**src/rtl/fci_pkg.sv**
```systemverilog
package fci_pkg;
  localparam logic [7:0] CMD_READ    = 8'hFF;
  localparam logic [7:0] CMD_STAT    = 8'h70;
  localparam logic [7:0] CMD_CLEAR   = 8'h50;
  localparam logic [7:0] CMD_PROG    = 8'h40;
  localparam logic [7:0] CMD_ERASE   = 8'h20;
  localparam logic [7:0] CMD_CONFIRM = 8'hD0;
  localparam logic [7:0] CMD_SUSP    = 8'hB0;

  typedef enum logic [2:0] {
    SQ_IDLE, SQ_PROG, SQ_ERASE, SQ_PSUSP, SQ_ESUSP, SQ_ESPROG
  } sq_state_e;

  typedef enum logic [1:0] {ARM_NONE, ARM_PROG, ARM_ERASE} arm_e;
endpackage

```
**src/rtl/fci_lock.sv**
```systemverilog
module fci_lock #(
  parameter int NUM_BLK  = 8,
  parameter bit BOOT_TOP = 1'b1,
  localparam int BLK_W   = $clog2(NUM_BLK)
) (
  input  logic [BLK_W-1:0] blk,
  input  logic             wp_lock,
  output logic             locked
);
  logic boot_blk;
  generate
    if (BOOT_TOP) begin : g_top
      assign boot_blk = (blk >= BLK_W'(NUM_BLK - 2));
    end else begin : g_bot
      assign boot_blk = (blk < BLK_W'(2));
    end
  endgenerate
  assign locked = wp_lock & boot_blk;
endmodule

```
**src/rtl/fci_array.sv**
```systemverilog
module fci_array #(
  parameter int ADDR_W = 7,
  parameter int OFFS_W = 4,
  parameter int DATA_W = 16,
  localparam int BLK_W = ADDR_W - OFFS_W,
  localparam int NW    = 1 << ADDR_W
) (
  input  logic              clk,
  input  logic              arm_n,
  input  logic              prog_en,
  input  logic [ADDR_W-1:0] prog_addr,
  input  logic [DATA_W-1:0] prog_data,
  input  logic              erase_en,
  input  logic [BLK_W-1:0]  erase_blk,
  input  logic [ADDR_W-1:0] rd_addr,
  output logic [DATA_W-1:0] rd_data
);
  logic [DATA_W-1:0] mem [NW];
  logic [DATA_W-1:0] cur_word;

  initial begin
    for (int i = 0; i < NW; i++) mem[i] = '1;
  end

  always_ff @(posedge clk) begin
    for (int i = 0; i < NW; i++) begin
      if (erase_en && BLK_W'(i >> OFFS_W) == erase_blk) mem[i] <= '1;
      else if (prog_en && ADDR_W'(i) == prog_addr) mem[i] <= mem[i] & prog_data;
    end
  end

  assign rd_data  = mem[rd_addr];
  assign cur_word = mem[prog_addr];

  // first word of an erased block reads all ones afterwards
  p_erase_ones_r5: assert property (@(posedge clk) disable iff (!arm_n)
    erase_en |=> mem[{$past(erase_blk), {OFFS_W{1'b0}}}] == '1);
  // a program only clears bits
  p_prog_and_r4: assert property (@(posedge clk) disable iff (!arm_n)
    prog_en |=> mem[$past(prog_addr)] == ($past(cur_word) & $past(prog_data)));
  p_no_overlap_r5: assert property (@(posedge clk) disable iff (!arm_n)
    !(prog_en && erase_en));
endmodule

```
**src/rtl/fci_seq.sv**
```systemverilog
module fci_seq
  import fci_pkg::*;
#(
  parameter int ADDR_W    = 7,
  parameter int OFFS_W    = 4,
  parameter int DATA_W    = 16,
  parameter int PROG_CYC  = 4,
  parameter int ERASE_CYC = 20,
  localparam int BLK_W    = ADDR_W - OFFS_W,
  localparam int MAXC     = (ERASE_CYC > PROG_CYC) ? ERASE_CYC : PROG_CYC,
  localparam int CW       = $clog2(MAXC + 1)
) (
  input  logic              clk,
  input  logic              rst_n,
  input  logic              start_prog,
  input  logic              start_erase,
  input  logic              suspend,
  input  logic              resume,
  input  logic [ADDR_W-1:0] addr_i,
  input  logic [DATA_W-1:0] data_i,
  output logic              busy,
  output logic              prog_susp,
  output logic              erase_susp,
  output logic              prog_done,
  output logic              erase_done,
  output logic [ADDR_W-1:0] prog_addr,
  output logic [DATA_W-1:0] prog_data,
  output logic [BLK_W-1:0]  erase_blk
);
  sq_state_e st;
  logic [CW-1:0] p_cnt, e_cnt;

  always_ff @(posedge clk or negedge rst_n) begin
    if (!rst_n) begin
      st <= SQ_IDLE; p_cnt <= '0; e_cnt <= '0;
      prog_addr <= '0; prog_data <= '0; erase_blk <= '0;
    end else begin
      case (st)
        SQ_IDLE: begin
          if (start_prog) begin
            st <= SQ_PROG; p_cnt <= CW'(PROG_CYC - 1);
            prog_addr <= addr_i; prog_data <= data_i;
          end else if (start_erase) begin
            st <= SQ_ERASE; e_cnt <= CW'(ERASE_CYC - 1);
            erase_blk <= addr_i[ADDR_W-1:OFFS_W];
          end
        end
        SQ_PROG: begin
          if (p_cnt == '0) st <= SQ_IDLE;
          else if (suspend) st <= SQ_PSUSP;
          else p_cnt <= p_cnt - 1'b1;
        end
        SQ_ERASE: begin
          if (e_cnt == '0) st <= SQ_IDLE;
          else if (suspend) st <= SQ_ESUSP;
          else e_cnt <= e_cnt - 1'b1;
        end
        SQ_PSUSP: if (resume) st <= SQ_PROG;
        SQ_ESUSP: begin
          if (start_prog) begin
            st <= SQ_ESPROG; p_cnt <= CW'(PROG_CYC - 1);
            prog_addr <= addr_i; prog_data <= data_i;
          end else if (resume) st <= SQ_ERASE;
        end
        SQ_ESPROG: begin
          if (p_cnt == '0) st <= SQ_ESUSP;
          else p_cnt <= p_cnt - 1'b1;
        end
        default: st <= SQ_IDLE;
      endcase
    end
  end

  assign busy       = (st == SQ_PROG) || (st == SQ_ERASE) || (st == SQ_ESPROG);
  assign prog_susp  = (st == SQ_PSUSP);
  assign erase_susp = (st == SQ_ESUSP) || (st == SQ_ESPROG);
  assign prog_done  = ((st == SQ_PROG) || (st == SQ_ESPROG)) && (p_cnt == '0);
  assign erase_done = (st == SQ_ERASE) && (e_cnt == '0);

  // program and erase suspension never coexist
  p_susp_excl_r7: assert property (@(posedge clk) disable iff (!rst_n)
    !(prog_susp && erase_susp));
  // a suspended program keeps its remaining count until resumed
  p_psusp_hold_r7: assert property (@(posedge clk) disable iff (!rst_n)
    (prog_susp && !resume) |=> (prog_susp && $stable(p_cnt)));
  // resuming a suspended erase makes the sequencer busy again
  p_eresume_r8: assert property (@(posedge clk) disable iff (!rst_n)
    (st == SQ_ESUSP && resume && !start_prog) |=> (busy && !erase_susp));
  // completion leaves the sequencer not busy unless an erase is suspended
  p_done_idle_r4: assert property (@(posedge clk) disable iff (!rst_n)
    (st == SQ_PROG && prog_done) |=> !busy);
endmodule

```
**src/rtl/flash_cmd_seq.sv**
```systemverilog
module flash_cmd_seq
  import fci_pkg::*;
#(
  parameter int NUM_BLK   = 8,
  parameter int BLK_WORDS = 16,
  parameter int PROG_CYC  = 4,
  parameter int ERASE_CYC = 20,
  parameter int WARM_CYC  = 5,
  parameter bit BOOT_TOP  = 1'b1,
  localparam int OFFS_W   = $clog2(BLK_WORDS),
  localparam int BLK_W    = $clog2(NUM_BLK),
  localparam int ADDR_W   = OFFS_W + BLK_W
) (
  input  logic              clk,
  input  logic              pwr_n,
  input  logic              wp_lock,
  input  logic              bus_valid,
  output logic              bus_ready,
  input  logic              bus_we,
  input  logic [ADDR_W-1:0] bus_addr,
  input  logic [15:0]       bus_wdata,
  output logic              rsp_valid,
  output logic [15:0]       rsp_data
);
  localparam int WW = $clog2(WARM_CYC + 1);

  logic [WW-1:0] warm;
  logic wr, rd, blk_locked;
  logic [7:0] cmd;
  logic [BLK_W-1:0] blk;
  arm_e armed;
  logic mode_stat;
  logic lock_q, pfail_q, efail_q, seq_q;
  logic start_prog, start_erase, sq_susp, sq_resume, clr;
  logic lock_set, pfail_set, efail_set, seq_set;
  logic sq_busy, psusp, esusp, pdone, edone;
  logic [ADDR_W-1:0] pa;
  logic [15:0] pd, arr_rd, status;
  logic [BLK_W-1:0] eblk;

  always_ff @(posedge clk or negedge pwr_n) begin
    if (!pwr_n) warm <= WW'(WARM_CYC);
    else if (warm != '0) warm <= warm - 1'b1;
  end
  assign bus_ready = (warm == '0);

  assign wr  = bus_valid & bus_ready & bus_we;
  assign rd  = bus_valid & bus_ready & ~bus_we;
  assign cmd = bus_wdata[7:0];
  assign blk = bus_addr[ADDR_W-1:OFFS_W];

  fci_lock #(.NUM_BLK(NUM_BLK), .BOOT_TOP(BOOT_TOP)) i_lock (
    .blk(blk), .wp_lock(wp_lock), .locked(blk_locked));

  always_comb begin
    start_prog = 1'b0; start_erase = 1'b0; sq_susp = 1'b0; sq_resume = 1'b0;
    clr = 1'b0; lock_set = 1'b0; pfail_set = 1'b0; efail_set = 1'b0; seq_set = 1'b0;
    if (wr) begin
      if (sq_busy) begin
        sq_susp = (cmd == CMD_SUSP);
      end else begin
        case (armed)
          ARM_PROG: begin
            if (psusp) seq_set = 1'b1;
            else if (blk_locked) begin lock_set = 1'b1; pfail_set = 1'b1; end
            else if (esusp && blk == eblk) pfail_set = 1'b1;
            else start_prog = 1'b1;
          end
          ARM_ERASE: begin
            if (cmd != CMD_CONFIRM || psusp || esusp) seq_set = 1'b1;
            else if (blk_locked) begin lock_set = 1'b1; efail_set = 1'b1; end
            else start_erase = 1'b1;
          end
          default: begin
            case (cmd)
              CMD_CLEAR:   clr = 1'b1;
              CMD_CONFIRM: sq_resume = psusp | esusp;
              CMD_READ, CMD_STAT, CMD_PROG, CMD_ERASE, CMD_SUSP: ;
              default:     seq_set = 1'b1;
            endcase
          end
        endcase
      end
    end
  end

  always_ff @(posedge clk or negedge pwr_n) begin
    if (!pwr_n) begin
      armed <= ARM_NONE; mode_stat <= 1'b0;
      lock_q <= 1'b0; pfail_q <= 1'b0; efail_q <= 1'b0; seq_q <= 1'b0;
    end else begin
      if (wr && !sq_busy) begin
        if (armed != ARM_NONE) begin
          armed <= ARM_NONE;
          mode_stat <= !seq_set;
        end else begin
          case (cmd)
            CMD_READ:              mode_stat <= 1'b0;
            CMD_STAT, CMD_CONFIRM: mode_stat <= 1'b1;
            CMD_PROG:              armed <= ARM_PROG;
            CMD_ERASE:             armed <= ARM_ERASE;
            CMD_CLEAR, CMD_SUSP:   ;
            default:               mode_stat <= 1'b0;
          endcase
        end
      end
      lock_q  <= lock_set  | (lock_q  & ~clr);
      pfail_q <= pfail_set | (pfail_q & ~clr);
      efail_q <= efail_set | (efail_q & ~clr);
      seq_q   <= seq_set   | (seq_q   & ~clr);
    end
  end

  fci_seq #(.ADDR_W(ADDR_W), .OFFS_W(OFFS_W), .DATA_W(16),
            .PROG_CYC(PROG_CYC), .ERASE_CYC(ERASE_CYC)) i_seq (
    .clk(clk), .rst_n(pwr_n), .start_prog(start_prog), .start_erase(start_erase),
    .suspend(sq_susp), .resume(sq_resume), .addr_i(bus_addr), .data_i(bus_wdata),
    .busy(sq_busy), .prog_susp(psusp), .erase_susp(esusp), .prog_done(pdone),
    .erase_done(edone), .prog_addr(pa), .prog_data(pd), .erase_blk(eblk));

  fci_array #(.ADDR_W(ADDR_W), .OFFS_W(OFFS_W), .DATA_W(16)) i_array (
    .clk(clk), .arm_n(pwr_n), .prog_en(pdone), .prog_addr(pa), .prog_data(pd),
    .erase_en(edone), .erase_blk(eblk), .rd_addr(bus_addr), .rd_data(arr_rd));

  assign status = {8'h00, ~sq_busy, esusp, efail_q, pfail_q, seq_q, psusp, lock_q, 1'b0};

  always_ff @(posedge clk or negedge pwr_n) begin
    if (!pwr_n) begin
      rsp_valid <= 1'b0; rsp_data <= '0;
    end else begin
      rsp_valid <= rd;
      if (rd) rsp_data <= (mode_stat || sq_busy) ? status : arr_rd;
    end
  end

  // every accepted read is answered on the next cycle
  p_rsp_next_r3: assert property (@(posedge clk) disable iff (!pwr_n)
    rd |=> rsp_valid);
  // no response appears unless the bus was open
  p_warm_gate_r2: assert property (@(posedge clk) disable iff (!pwr_n)
    rsp_valid |-> $past(bus_ready));
  // a program refused by the lock never starts the sequencer
  p_lock_refuse_r9: assert property (@(posedge clk) disable iff (!pwr_n)
    (wr && !sq_busy && !psusp && !esusp && armed == ARM_PROG && blk_locked)
      |=> (!sq_busy && lock_q && pfail_q));
  // error flags persist until a clear command
  p_sticky_r11: assert property (@(posedge clk) disable iff (!pwr_n)
    (seq_q && !clr) |=> seq_q);
endmodule

```
**config.mk**
```make
export PLATFORM = sky130hd
export DESIGN_NAME = flash_cmd_seq
export DESIGN_NICKNAME = d
export VERILOG_FILES = /design/src/rtl/fci_pkg.sv /design/src/rtl/fci_lock.sv /design/src/rtl/fci_array.sv /design/src/rtl/fci_seq.sv /design/src/rtl/flash_cmd_seq.sv
export SDC_FILE = /design/constraint.sdc
export NUM_CORES = 2
export LEC_CHECK = 0
export ABC_AREA = 1
export BUFFER_PORTS_ARGS = -buffer_cell sky130_fd_sc_hd__clkbuf_2
export CAP_MARGIN = 20
export CORE_MARGIN = 10
export CORE_UTILIZATION = 50
export CTS_BUF_LIST = sky130_fd_sc_hd__clkbuf_8
export DETAILED_ROUTE_END_ITERATION = 8
export PLACE_DENSITY_LB_ADDON = 0.08
export SLEW_MARGIN = 20
export SYNTH_ARGS = -nofsm -noshare
export SYNTH_HDL_FRONTEND = slang
export SYNTH_HIERARCHICAL = 1
export SYNTH_SLANG_ARGS = --single-unit
```
**constraint.sdc**
```tcl
create_clock -name clk -period 3.9 [get_ports clk]
set_input_delay 0.39 -clock clk [delete_from_list [all_inputs] [get_ports clk]]
set_output_delay 0.39 -clock clk [all_outputs]
set_load 0.005 [all_outputs]
```
==> out/results.ini <==
[status]
status = finished, final reports clean

[global_routing]
grt-ovfl-total = 0
antenna_found_initial = 13
grt_max_degree = 132
grt_util_all_layers = 0.3008
grt_pass1_vias = 81260
grt-busiest-layer = met2
grt.met3_usage = 0.06605
met1_usage = 0.4252
grt_pass1_wl_um = 529000
use_met2 = 0.4471

[critical_path]
critPathLaunchType = flip-flop
ff2ff_path_depth = 12
arrival_ps = 4480
slowest_stage = nand2_1
crit_type = reg -> reg
critPathMaxStageDelay_ps = 680
crit_path_cell_trace = inv_1, ha_1, nand3_1, inv_1, nand2_1, inv_1, inv_1, nor2_1, inv_2, nor2_4, inv_2, nand2_1
r2r-end = i_array/mem[11][11]
end_kind = flip-flop
reg2reg_from = i_seq/e_cnt[0]
cp_num_buf_inv = 6
cp_top_family = simple AND/OR/NAND/NOR gates
rrSetupSlack_ps = 110
cp_common_cell = inv_1
required_ps = 4590
critPathMaxFanout = 17

[cts]
cts.sinks = 2114
numCtsBuffers = 382
htreeDepth = 5
cts_root_buf = clkbuf_8
clkTransAtPathRegs_ps = 60
cts_tree = built
clk_latency_ps = 1100
clockBufferDepth = 4

[logic_synthesis]
synth_seq_cells = 2114
synth_edf_count = 2048
syn_nets = 11870
syn_inst = 11840
syn-cell-area_mm2 = 0.1055
async_reset_ff_frac = 0.03122
yosysSeqAreaShare = 0.5985
yosysUniqueCellTypes = 48
avgSynthCellArea_um2 = 8.916
synth_flop_cell = edfxtp_1
ys_warn_count = 6

[timing]
finalSetupViolations = 0
min_period_ps = 3793
fin_ws_ps = 107.1
tightest_slew_ps = 1092
final_hold_viol_count = 0
timing.fmax_mhz = 263.7
relSlewSlack = 0.2717
rsz0062_at_grt = yes
finalCritPeriodShare = 0.9725
maxSlewViolCount = 0
worst_clock_skew_ps = 88.58

[die]
die_h_um = 479.4
row_count = 168
fp.dieArea_mm2 = 0.2298
die_x_um = 479.4
core_area_mm2 = 0.2098
start_util = 0.5030
pin_count = 46

[cells_and_area]
ff_latch_area_mm2 = 0.06321
final_common_cell = nand2_1
synthToLayoutAreaGrowth_pct = 9.885
final_nets = 11850
multi_input_area_mm2 = 0.03776
drive_above_1_share = 0.09271
layout.cells.most_common_list = nand2_1, edfxtp_1, nand3_1, clkbuf_8, buf_4
fillers = 19480

[routing]
vias = 86930
firstDrtPassIters = 6
wl_um = 358500
drt_iter0_drc = 10700
antenna_left = 0
wire_per_inst_um = 24.06
vias_per_cell = 5.833
drc = 0

[placed_design]
io_buffer_count = 45
place_hpwl_um = 220400
place_ws_ps = 121.1
globalplace.congestion = 0.9400

[pwr]
p_per_area_mw_per_mm2 = 483.5
ir_drop_mv = 0.8017
leakagePower_nw = 39.80
fin_total_pwr_mw = 56.07

[run]
maxCapViolations = 0

[min_path]
hold_path_startpoint = bus_wdata[9]
min_path_type = in -> reg
hold_end = i_seq/prog_data[9]
holdPathStages = 3

## cells in the mapped netlist (28+ instances only)
cell,instances,area (um2)
nand2_1,6173,23170
nand3_1,2009,10050
buf_6,28,315.3
buf_2,270,1351
a21oi_1,39,195.2
clkbuf_1,394,1479
nor3_4,105,1708
buf_1,85,319.1
buf_4,87,653.1
dfrtp_1,64,1602
inv_1,111,416.7
o21ai_0,200,1001
nor2_1,56,210.2
edfxtp_1,2048,61500
## sequential cells by signal, indices dropped and copies added (netlist names)
signal           flops
pfail_q              1
armed                2
warm                 3
i_seq/prog_data     16
i_seq/st             3
seq_q                1
mode_stat            1
efail_q              1
i_seq/p_cnt          5
i_seq/erase_blk      3
i_seq/e_cnt          5
i_seq/prog_addr      7
lock_q               1
rsp_valid            1
i_array/mem       2048
rsp_data            16
## worst max path at each step
| stage | startpoint | end | slack, ps | cells after the start |
|---|---|---|---|---|
| after CTS | i_seq/e_cnt[0] | i_array/mem[1][1] | 110 | 12 |
| after global placement | i_seq/e_cnt[0] | i_array/mem[1][7] | 130 | 12 |
| final | i_seq/e_cnt[0] | i_array/mem[11][11] | 110 | 12 |
| after floorplan | i_seq/p_cnt[0] | i_array/mem[18][0] | 580 | 9 |
| after detailed placement | i_seq/e_cnt[0] | i_array/mem[1][4] | 120 | 12 |
| after global routing | i_seq/e_cnt[0] | i_array/mem[1][1] | -70 | 12 |
## logic make-up (layout without fill, tap and decap cells)
group | count (synthesis) | count (layout) | share of synthesized area
other cells | 0 | 6 | 0
flops | 2114 | 2114 | 0.5985
xor+xnor | 7 | 7 | 0.0005810
mux | 20 | 20 | 0.002597
buf+inv | 996 | 1252 | 0.04395
compound gates | 263 | 263 | 0.01269
fa+ha+maj | 7 | 7 | 0.0008299
simple gates | 8429 | 8429 | 0.3409
## what timing repair did
action                                  CTS  global route
hold buffers                             28             0
endpoints found under the setup margin    0           160
hold endpoints to repair                102             0
resized for setup                         0             1
buffers inserted                          0             0
## worst register-to-register path, delay by kind of cell, from the launching register on
kind                       cells  cell delay, ps
buffers and inverters          6            1050
DFF                            1             400
and+or+nand+nor                5            1730
adders and majority gates      1             220
## per-layer routing
metal | up-vias | share of wire
met1 | 41810 | 0.41
met3 | 828 | 0.11
met4 | 10 | 0.047
met2 | 4845 | 0.43
li1 | 39430 | -
met5 | - | 0.00058
## per-stage QoR
stage                     cell area, um2  TNS (ps)    util  hold WS [ps]  instances
final                             116000         0  0.5528         81.52      14900
after global routing              116000     -6159  0.5527         50.83      14900
after CTS                         115900         0  0.5526         4.356      14900
after detailed placement          109200         0  0.5205         465.0      14210
after global placement            109200         0  0.5205         469.2      14210
after floorplan                   105500         0       -         94.41      11840
## report_power, final
| group | leakage, nW | internal [mW] | switching [mW] | total, mW |
|---|---|---|---|---|
| sequential | 23.7 | 25.1 | 2.28 | 27.4 |
| combinational | 12.3 | 2.36 | 7.71 | 10.1 |
| clock | 3.75 | 9.22 | 9.42 | 18.6 |
## cell type report
type	instances	area share
Sequential cell	2114	0.5451
Multi-Input combinational cell	8726	0.3257
Clock buffer	388	0.04605
Timing Repair Buffer	465	0.03868
Clock inverter	269	0.009582
Inverter	130	0.004489
Tap cell	2805	0.03027
Antenna cell	6	0.0001295
No activity file was read; power rests on OpenSTA's default activity.
